==> src/rtl/mdu_pkg.sv <==
package mdu_pkg;

  typedef enum logic [1:0] {
    OP_MULU = 2'b00,
    OP_MULS = 2'b01,
    OP_DIVU = 2'b10,
    OP_DIVS = 2'b11
  } mdOp_e;

  typedef struct packed {
    logic load;
    logic step;
    logic finish;
  } mdStrobe_t;

endpackage

==> src/rtl/mdu_ctrl.sv <==
module mdu_ctrl
  import mdu_pkg::*;
#(
  parameter int W = 16
) (
  input  logic      clk,
  input  logic      rstN,
  input  logic      start,
  input  logic      wordSize,
  output mdStrobe_t strb,
  output logic      busy,
  output logic      done
);
  localparam int H  = W / 2;
  localparam int CW = $clog2(W + 1);

  typedef enum logic [1:0] {ST_IDLE, ST_RUN, ST_FIN} ctrlState_e;

  ctrlState_e       state;
  logic [CW-1:0]    bitsLeft;

  always_comb begin
    strb.load   = (state == ST_IDLE) && start;
    strb.step   = (state == ST_RUN);
    strb.finish = (state == ST_FIN);
  end

  assign busy = (state != ST_IDLE);

  always_ff @(posedge clk or negedge rstN) begin
    if (!rstN) begin
      state    <= ST_IDLE;
      bitsLeft <= '0;
      done     <= 1'b0;
    end else begin
      done <= (state == ST_FIN);
      case (state)
        ST_IDLE: if (start) begin
          bitsLeft <= wordSize ? CW'(W) : CW'(H);
          state    <= ST_RUN;
        end
        ST_RUN: begin
          bitsLeft <= bitsLeft - 1'b1;
          if (bitsLeft == CW'(1)) state <= ST_FIN;
        end
        default: state <= ST_IDLE;
      endcase
    end
  end

endmodule

==> src/rtl/mdu_dpath.sv <==
module mdu_dpath
  import mdu_pkg::*;
#(
  parameter int W = 16
) (
  input  logic         clk,
  input  logic         rstN,
  input  mdStrobe_t    strb,
  input  logic [1:0]   opSel,
  input  logic         wordSize,
  input  logic [W-1:0] axIn,
  input  logic [W-1:0] dxIn,
  input  logic [W-1:0] srcIn,
  output logic [W-1:0] axOut,
  output logic [W-1:0] dxOut,
  output logic         cfOut,
  output logic         ofOut,
  output logic         divErr
);
  localparam int H  = W / 2;
  localparam int W2 = 2 * W;

  // captured operation state
  logic [1:0]    opR;
  logic          wordR;
  logic [W-1:0]  axHold, dxHold;
  logic [W-1:0]  magB;
  logic [W-1:0]  remR;
  logic [W-1:0]  lowR;
  logic [W2-1:0] prodR;
  logic          negQ, negR, tooBig;

  // operand preparation at load
  logic          signedOp, isDiv;
  logic [W-1:0]  aExt, bExt, aMag, bMag;
  logic          aNeg, bNeg, dNeg;
  logic [W2-1:0] dExt, dMag, dAlign;

  always_comb begin
    signedOp = opSel[0];
    isDiv    = opSel[1];
    aExt = wordSize ? axIn  : {{H{signedOp & axIn[H-1]}},  axIn[H-1:0]};
    bExt = wordSize ? srcIn : {{H{signedOp & srcIn[H-1]}}, srcIn[H-1:0]};
    aNeg = signedOp & aExt[W-1];
    bNeg = signedOp & bExt[W-1];
    aMag = aNeg ? -aExt : aExt;
    bMag = bNeg ? -bExt : bExt;
    dExt = wordSize ? {dxIn, axIn} : {{W{signedOp & axIn[W-1]}}, axIn};
    dNeg = signedOp & dExt[W2-1];
    dMag = dNeg ? -dExt : dExt;
    dAlign = wordSize ? dMag : (dMag << H);
  end

  // one iteration
  logic [W:0]    trial, diff;
  logic          fits;
  logic [W2-1:0] addend;

  always_comb begin
    trial  = {remR, lowR[W-1]};
    fits   = (trial >= {1'b0, magB});
    diff   = trial - {1'b0, magB};
    addend = lowR[W-1] ? {{W{1'b0}}, magB} : '0;
  end

  // result shaping at finish
  logic [W2-1:0] prodS;
  logic          mulWide;
  logic [W-1:0]  qMag, qS, rS, halfTop, qLim;
  logic          qOvf, divFail;

  always_comb begin
    prodS = negQ ? -prodR : prodR;
    if (wordR)
      mulWide = opR[0] ? (prodS[W2-1:W] != {W{prodS[W-1]}}) : (prodS[W2-1:W] != '0);
    else
      mulWide = opR[0] ? (prodS[W-1:H] != {H{prodS[H-1]}}) : (prodS[W-1:H] != '0);
    qMag    = wordR ? lowR : {{H{1'b0}}, lowR[H-1:0]};
    halfTop = wordR ? (W'(1) << (W - 1)) : (W'(1) << (H - 1));
    qLim    = opR[0] ? (negQ ? halfTop : halfTop - 1'b1) : '1;
    qOvf    = (qMag > qLim);
    divFail = tooBig | qOvf;
    qS      = negQ ? -qMag : qMag;
    rS      = negR ? -remR : remR;
  end

  always_ff @(posedge clk or negedge rstN) begin
    if (!rstN) begin
      opR <= '0; wordR <= 1'b0; axHold <= '0; dxHold <= '0;
      magB <= '0; remR <= '0; lowR <= '0; prodR <= '0;
      negQ <= 1'b0; negR <= 1'b0; tooBig <= 1'b0;
      axOut <= '0; dxOut <= '0; cfOut <= 1'b0; ofOut <= 1'b0; divErr <= 1'b0;
    end else begin
      if (strb.load) begin
        opR    <= opSel;
        wordR  <= wordSize;
        axHold <= axIn;
        dxHold <= dxIn;
        magB   <= bMag;
        prodR  <= '0;
        if (isDiv) begin
          remR   <= dAlign[W2-1:W];
          lowR   <= dAlign[W-1:0];
          negQ   <= dNeg ^ bNeg;
          negR   <= dNeg;
          tooBig <= (dAlign[W2-1:W] >= bMag);
        end else begin
          remR   <= '0;
          lowR   <= wordSize ? aMag : (aMag << H);
          negQ   <= aNeg ^ bNeg;
          negR   <= 1'b0;
          tooBig <= 1'b0;
        end
      end

      if (strb.step) begin
        if (opR[1]) begin
          remR <= fits ? diff[W-1:0] : trial[W-1:0];
          lowR <= {lowR[W-2:0], fits};
        end else begin
          prodR <= (prodR << 1) + addend;
          lowR  <= lowR << 1;
        end
      end

      if (strb.finish) begin
        if (!opR[1]) begin
          divErr <= 1'b0;
          cfOut  <= mulWide;
          ofOut  <= mulWide;
          axOut  <= prodS[W-1:0];
          dxOut  <= wordR ? prodS[W2-1:W] : dxHold;
        end else if (divFail) begin
          divErr <= 1'b1;
          axOut  <= axHold;
          dxOut  <= dxHold;
        end else begin
          divErr <= 1'b0;
          axOut  <= wordR ? qS : {rS[H-1:0], qS[H-1:0]};
          dxOut  <= wordR ? rS : dxHold;
        end
      end
    end
  end

endmodule

==> src/rtl/muldiv_unit.sv <==
module muldiv_unit
  import mdu_pkg::*;
#(
  parameter int W = 16
) (
  input  logic         clk,
  input  logic         rstN,
  input  logic         start,
  input  logic [1:0]   opSel,
  input  logic         wordSize,
  input  logic [W-1:0] axIn,
  input  logic [W-1:0] dxIn,
  input  logic [W-1:0] srcIn,
  output logic         busy,
  output logic         done,
  output logic [W-1:0] axOut,
  output logic [W-1:0] dxOut,
  output logic         cfOut,
  output logic         ofOut,
  output logic         divErr
);
  mdStrobe_t strb;

  mdu_ctrl #(.W(W)) ctrl_i (
    .clk(clk), .rstN(rstN), .start(start), .wordSize(wordSize),
    .strb(strb), .busy(busy), .done(done)
  );

  mdu_dpath #(.W(W)) dpath_i (
    .clk(clk), .rstN(rstN), .strb(strb), .opSel(opSel), .wordSize(wordSize),
    .axIn(axIn), .dxIn(dxIn), .srcIn(srcIn),
    .axOut(axOut), .dxOut(dxOut), .cfOut(cfOut), .ofOut(ofOut), .divErr(divErr)
  );

endmodule

==> config.mk <==
export PLATFORM = sky130hd
export DESIGN_NAME = muldiv_unit
export DESIGN_NICKNAME = d
export VERILOG_FILES = /design/src/rtl/mdu_pkg.sv /design/src/rtl/mdu_ctrl.sv /design/src/rtl/mdu_dpath.sv /design/src/rtl/muldiv_unit.sv
export SDC_FILE = /design/constraint.sdc
export NUM_CORES = 1
export LEC_CHECK = 0
export BUFFER_PORTS_ARGS = -buffer_cell sky130_fd_sc_hd__buf_4
export CAP_MARGIN = 15
export CORE_AREA = 2 2 161 163
export CTS_BUF_LIST = sky130_fd_sc_hd__clkbuf_8
export DETAILED_ROUTE_END_ITERATION = 10
export DIE_AREA = 0 0 163 165
export PLACE_DENSITY = 0.77
export SLEW_MARGIN = 30
export SYNTH_ARGS = -nofsm -noshare
export SYNTH_HDL_FRONTEND = slang
export SYNTH_SLANG_ARGS = --single-unit
==> constraint.sdc <==
create_clock -name clk -period 8.67 [get_ports clk]
set_input_delay 1.3005 -clock clk [delete_from_list [all_inputs] [get_ports clk]]
set_output_delay 1.3005 -clock clk [all_outputs]
set_load 0.005 [all_outputs]
; Word level (Yosys, flattened, before mapping)
; Cells that the tools add are included.
[op_classes]
eq_ne = 7
n_reduce_logical = 10
addsub = 10
bitwise_logic = 10
n_lt_le_gt_ge = 3
mux = 49
[op_table]
columns = op, n
row1 = 16-bit 2-to-1 mux, 27
row2 = 32-bit 2-to-1 mux, 7
row3 = 16-bit negation, 4
row4 = 32-bit negation, 2
row5 = 32-bit adder, 1
row6 = 17-bit by 16-bit >= comparator with 1-bit output, 1
row7 = 16-bit >= comparator, 1
row8 = 16-bit greater-than comparator, 1
row9 = 16-bit inequality test, 1
row10 = 16-bit nonzero test, 1
row11 = 16-bit by 1-bit subtractor with 16-bit output (second input constant), 1
row12 = 16-bit subtractor, 1
row13 = 5-bit 2-to-1 mux, 2
row14 = 5-bit one-hot mux with 2 select lines, 1
row15 = 1-bit 2-to-1 mux, 9
row16 = 8-bit inequality test, 1
row17 = 8-bit nonzero test, 1
row18 = 1-bit AND, 6
row19 = 2-bit AND reduction, 3
row20 = 2-bit nonzero test, 3
row21 = 5-bit by 1-bit == test with 1-bit output (second input constant), 1
row22 = 5-bit by 1-bit subtractor with 5-bit output (second input constant), 1
row23 = 2-bit 2-to-1 mux, 2
row24 = 2-bit inequality test (second input constant), 2
row25 = 8 further kinds, 9
[totals]
elab_cells = 107
input_bits = 54
reg_bits = 160
output_inout_bits = 37

; Logic depth before layout (Yosys ltp)
[depth]
depth_word = 9
mapped_depth = 17
depth_no_buf = 17

; Hierarchy
; A second synthesis with hierarchy kept.
[hier_totals]
cells_unflattened = 1545
area_unflattened_um2 = 12952.4
[modules_own_cells]
columns = mod, cells_per_inst, instances, area_each_um2, seq_area_each_um2
row1 = mdu_dpath, 1503, 1, 12519.5, 3803.6
row2 = mdu_ctrl, 42, 1, 432.9, 200.2

; Worst setup path after synthesis
; Ideal clock, no wire load.
[synth_path]
path_type = input port to flip-flop
startpoint = in axIn[0]
endpoint = reg dpath_i.tooBig
stages = 15
required_time_ns = 8.531
path_buffers = 0
setup_slack_ns = 4.431
setup_time_ns = 0.139
arrival_time_ns = 4.100
cell_sequence = inv_1 ha_1 nor3b_1 nand4_1 nor3_1 nor2_1 a21oi_1 mux2i_1 nor2b_1 ha_1 a21o_1 a21oi_1 o21ai_0 a2111oi_0 a21oi_1
[synth_via]
elab_chain_cells = 6
[synth_rtl]
columns = item, line
row1 = start: declaration, muldiv_unit.sv:11  ; input logic [W-1:0] axIn,
row2 = 32-bit 2-to-1 mux, mdu_dpath.sv:48  ; dExt = wordSize ? {dxIn, axIn} : {{W{signedOp & axIn[W-1]}}, axIn};
row3 = 32-bit negation, mdu_dpath.sv:50  ; dMag = dNeg ? -dExt : dExt;
row4 = 32-bit 2-to-1 mux, mdu_dpath.sv:50
row5 = 32-bit 2-to-1 mux, mdu_dpath.sv:51  ; dAlign = wordSize ? dMag : (dMag << H);
row6 = 16-bit >= comparator, mdu_dpath.sv:106  ; tooBig <= (dAlign[W2-1:W] >= bMag);
row7 = 1-bit 2-to-1 mux, mdu_dpath.sv:101  ; if (isDiv) begin
row8 = end signal: assignment, mdu_dpath.sv:106
row9 = end: declaration, mdu_dpath.sv:31  ; logic negQ, negR, tooBig;
; No other way between the ends.
; A chain may end at the register's enable or synchronous reset.

; Worst setup path in the final report
; Same ends and word-level chain as after synthesis.

==> tab_implementation.tex <==
\begin{tabular}{lr}
\hline
Metric & Value \\
\hline
\multicolumn{2}{l}{\textbf{Detailed routing}} \\
\quad Routed Wire Length & 39,780 um \\
\quad Number of iterations in the first detailed-routing pass & 7 \\
\quad DRT iter0 DRCs & 1,585 \\
\quad Via-per-instance ratio & 6.346 \\
\quad Post-detailed-route count of antenna-violating nets & 0 \\
\quad Routed wirelength normalized by instance count & 20.55 um \\
\quad DRC errors left & 0 \\
\quad Total number of vias & 12,285 \\
\multicolumn{2}{l}{\textbf{Logic synthesis}} \\
\quad Synthesized area & 12,940 um\^{}2 \\
\quad Average cell area after synthesis & 8.204 um\^{}2 \\
\quad Number of distinct library cell variants in the gate-level netlist after synthesis & 77 \\
\quad Net count after synthesis & 1,706 \\
\quad Async S/R FF share, synth & 100.0\% \\
\quad Predominant post-synthesis flop cell & dfrtp\_1 \\
\quad Number of flops mapped to enable cells by yosys & 0 \\
\quad Number of cells produced by synthesis & 1,577 \\
\quad Proportion of synthesized chip area in sequential cells & 30.95\% \\
\quad Yosys Warn Count & 0 \\
\quad Yosys reg bits & 160 \\
\multicolumn{2}{l}{\textbf{Clock tree}} \\
\quad Inserted Clock Buffers & 17 \\
\quad CTS clock-pin slew for the worst setup and hold paths & 100 ps \\
\quad Maximum count of clock buffers along a single path & 2 \\
\quad CTS sink count & 160 \\
\quad Resized Gates After CTS & 0 \\
\quad CTS tree & yes \\
\quad H-tree lvl count & 4 \\
\quad Clock latency of the later-clocked register in the worst-skew pair & 490 ps \\
\quad Count of buffers added by post-CTS timing repair for setup & 0 \\
\quad Clk Tree Root Cell & clkbuf\_8 \\
\quad Total of hold buffers inserted after clock tree synthesis & 0 \\
\multicolumn{2}{l}{\textbf{Critical path}} \\
\quad Kind of start point of the critical path & input pin \\
\quad Arrival time worst endpoint & 4930 ps \\
\quad Required time reported for the critical path endpoint & 9040 ps \\
\quad Launch point of the critical path & axIn[0] \\
\quad Endpoint of the most critical setup path & dpath\_i.tooBig \\
\quad Type of element capturing the critical path & flip-flop \\
\quad Type of the worst setup path & input pin to flip-flop \\
\quad Reg2Reg Capture Point & dpath\_i.prodR[31] \\
\quad Worst reg2reg path startpoint & dpath\_i.lowR[15] \\
\quad R2R Setup Slk & 4310 ps \\
\quad Depth of the most critical reg-to-reg path & 13 \\
\quad Highest net fanout along the worst path & 7 \\
\multicolumn{2}{l}{\textbf{Floorplanning}} \\
\quad Width of the die & 163 um \\
\quad Die Y-Extent & 165 um \\
\quad Area of the die & 26,900 um\^{}2 \\
\quad Num rows & 58 \\
\quad Core Region & 25,040 um\^{}2 \\
\quad Effective utilization at floorplan & 51.67\% \\
\quad Count of boundary I/O pins & 91 \\
\multicolumn{2}{l}{\textbf{Outcome}} \\
\quad Outcome & complete, no violations \\
\multicolumn{2}{l}{\textbf{Finish}} \\
\quad Number of diodes & 0 \\
\quad Filler cell count in the final layout & 2,295 \\
\quad Count of nets after finishing & 1,722 \\
\quad Leading cell type in the layout, fill and taps excluded & nand2\_1 \\
\quad Layout Area Growth over Synthesis & 9.497\% \\
\quad Share of cells above drive strength 1 & 10.21\% \\
\quad Leading cell types in the layout, fill and taps excluded & 224 x nand2\_1, 160 x dfrtp\_1, 108 x nor2\_1 \\
\multicolumn{2}{l}{\textbf{Pwr}} \\
\quad Peak VDD IR & 0.0001383 V \\
\quad Power per standard cell area & 369.3 nW/um\^{}2 \\
\quad Share of total power in the clock network & 11.7\% \\
\quad Sequential group share of total power & 28.4\% \\
\quad Switching share of power & 50.68\% \\
\quad Internal & 2.580 mW \\
\quad Switching component of the power & 2.652 mW \\
\quad Total leakage power & 6.394 nW \\
\quad Share of total power in combinational logic & 59.9\% \\
\multicolumn{2}{l}{\textbf{Global routing}} \\
\quad Maximum number of pins on one net before global-route repair & 108 \\
\quad Antenna violations before repair & 0 \\
\quad Leftover overflow at the end of global routing & 0 \\
\quad Combined global-route utilization of all metal layers & 30.02\% \\
\quad Number of global-route vias before repair & 11,317 \\
\quad Global-route wire length before repair & 63,300 um \\
\multicolumn{2}{l}{\textbf{Min path}} \\
\quad Hold depth & 2 \\
\quad Worst Min Path Start & dpath\_i.axHold[3] \\
\quad Worst min-delay path category & flip-flop to flip-flop \\
\multicolumn{2}{l}{\textbf{Placement}} \\
\quad Count of buffers from port buffering & 90 \\
\quad Worst slack at placement & 3735 ps \\
\quad RD Place Congestion & 0.9594 \\
\quad DPL Wire Length & 29,830 um \\
\multicolumn{2}{l}{\textbf{Run}} \\
\quad Number of max-cap violations & 0 \\
\multicolumn{2}{l}{\textbf{Timing}} \\
\quad Final count of negative-setup-slack endpoints & 0 \\
\quad Final clock skew & 18.69 ps \\
\quad Relative slew slack & 34.43\% \\
\quad Pin slew with the least headroom to its limit & 973.0 ps \\
\quad RSZ-0062 raised after global routing & false \\
\quad Final worst-path setup slack & 4106 ps \\
\quad Ratio of final minimum period to clock period & 52.64\% \\
\quad Slew Viols, Final & 0 \\
\quad Setup TNS & 0 ps \\
\quad Maximum clock rate & 0.2191 GHz \\
\quad Final Hold Violating Endpoints & 0 \\
\quad Post-route minimum period & 4564 ps \\
\hline
\end{tabular}
sequential cells by signal (all words and copies together), names as in the netlist, 5 cells and up:
register / count
ctrl_i.bitsLeft: 5
dpath_i.prodR: 32
dpath_i.axHold: 16
dpath_i.magB: 16
dpath_i.dxOut: 16
dpath_i.dxHold: 16
dpath_i.axOut: 16
dpath_i.lowR: 16
dpath_i.remR: 16
layer usage:
layer / share of wire [%] / track usage [%]
met5: 0 / 0
met2: 44 / 44.65
met4: 2.7 / 9.292
met3: 8.2 / 4.872
met1: 45 / 44.54
per-stage QoR:
step           total power [mW]  hold slack, ps  cells  area (um^2)  util [%]
6_report                  5.232           482.6   1936        14170     56.58
5_1_grt                   5.623           510.0   1936        14170     56.58
4_1_cts                   5.154           487.8   1936        14150     56.50
3_5_place_dp              4.530           463.6   1904        13720     54.80
3_3_place_gp              4.459           461.7   1904        13720     54.78
2_1_floorplan             3.645           445.4   1577        12940         -
cell families after synthesis:
logic type | Yosys count | share of synthesized area [%]
AO/OA/AOI/OAI | 441 | 23.11
multiplexers | 45 | 3.714
buffers and inverters | 157 | 4.729
XOR/XNOR | 146 | 9.884
flip-flops | 160 | 30.95
AND/OR/NAND/NOR | 553 | 20.24
adder cells (fa/ha/maj) | 75 | 7.369
cell usage after synthesis, drive strengths merged (4+ instances only):
master | instances | share of area [%]
and3b | 11 | 0.74
a21o | 19 | 1.1
inv | 51 | 1.5
a221oi | 11 | 0.74
a22oi | 16 | 0.93
dfrtp | 160 | 31
a2111oi | 4 | 0.27
and3 | 10 | 0.48
xnor2 | 83 | 5.6
buf | 14 | 0.57
or4 | 13 | 0.78
or2 | 7 | 0.34
o221ai | 6 | 0.41
a22o | 29 | 2.0
o22ai | 7 | 0.34
nand2b | 15 | 0.73
mux2 | 4 | 0.35
a211oi | 18 | 1.0
and2 | 24 | 1.2
nor2 | 110 | 3.2
nor4 | 11 | 0.58
a21oi | 89 | 3.4
o22a | 5 | 0.34
o31ai | 32 | 1.9
nand2 | 225 | 6.5
o21ai | 109 | 4.2
xor2 | 63 | 4.3
nand3 | 32 | 1.2
or3 | 18 | 0.87
nor2b | 10 | 0.48
o41ai | 31 | 2.5
mux2i | 39 | 3.0
ha | 73 | 7.1
clkbuf | 90 | 2.6
nand4 | 14 | 0.68
nor3 | 39 | 1.5
a31oi | 23 | 1.1
a21boi | 4 | 0.23
o21a | 8 | 0.46
worst max-delay path, cell delays in order:
cell,delay (ps)
buf_4,130
inv_1,80
ha_1,210
nor3b_1,570
nand4_1,380
nor3_1,340
nor2_1,100
a21oi_1,180
mux2i_1,340
nor2b_1,90
ha_1,300
a21o_1,180
a21oi_1,130
o21ai_0,80
a2111oi_0,400
a21oi_1,110
worst min-delay path by stage:
stage	endpoint	slack, ps
detailed placement	dpath_i.axHold[3]	460
finish	dpath_i.axHold[3]	480
global placement	dpath_i.axHold[3]	460
floorplan	dpath_i.axHold[10]	450
CTS	dpath_i.axHold[3]	490
global route	dpath_i.axHold[2]	510
area by class of cell:
class,count,area (um^2),share of cell area (%)
Clock inverter,15,192.7,1.360
Inverter,53,198.9,1.404
Clock buffer,17,234.0,1.652
Sequential cell,160,4004,28.26
Multi-Input combinational cell,1260,8358,59.00
Tap cell,330,412.9,2.915
Timing Repair Buffer,101,765.7,5.405
power by group through the flow:
stage               Clock, mW  Sequential (mW)  Combinational [mW]
floorplan                   0             1.28                2.37
global placement            0             1.47                2.99
detailed placement          0             1.48                3.05
CTS                     0.610             1.46                3.08
global route            0.643             1.52                3.46
finish                  0.613             1.49                3.13
No activity file was read; power rests on OpenSTA's default activity.
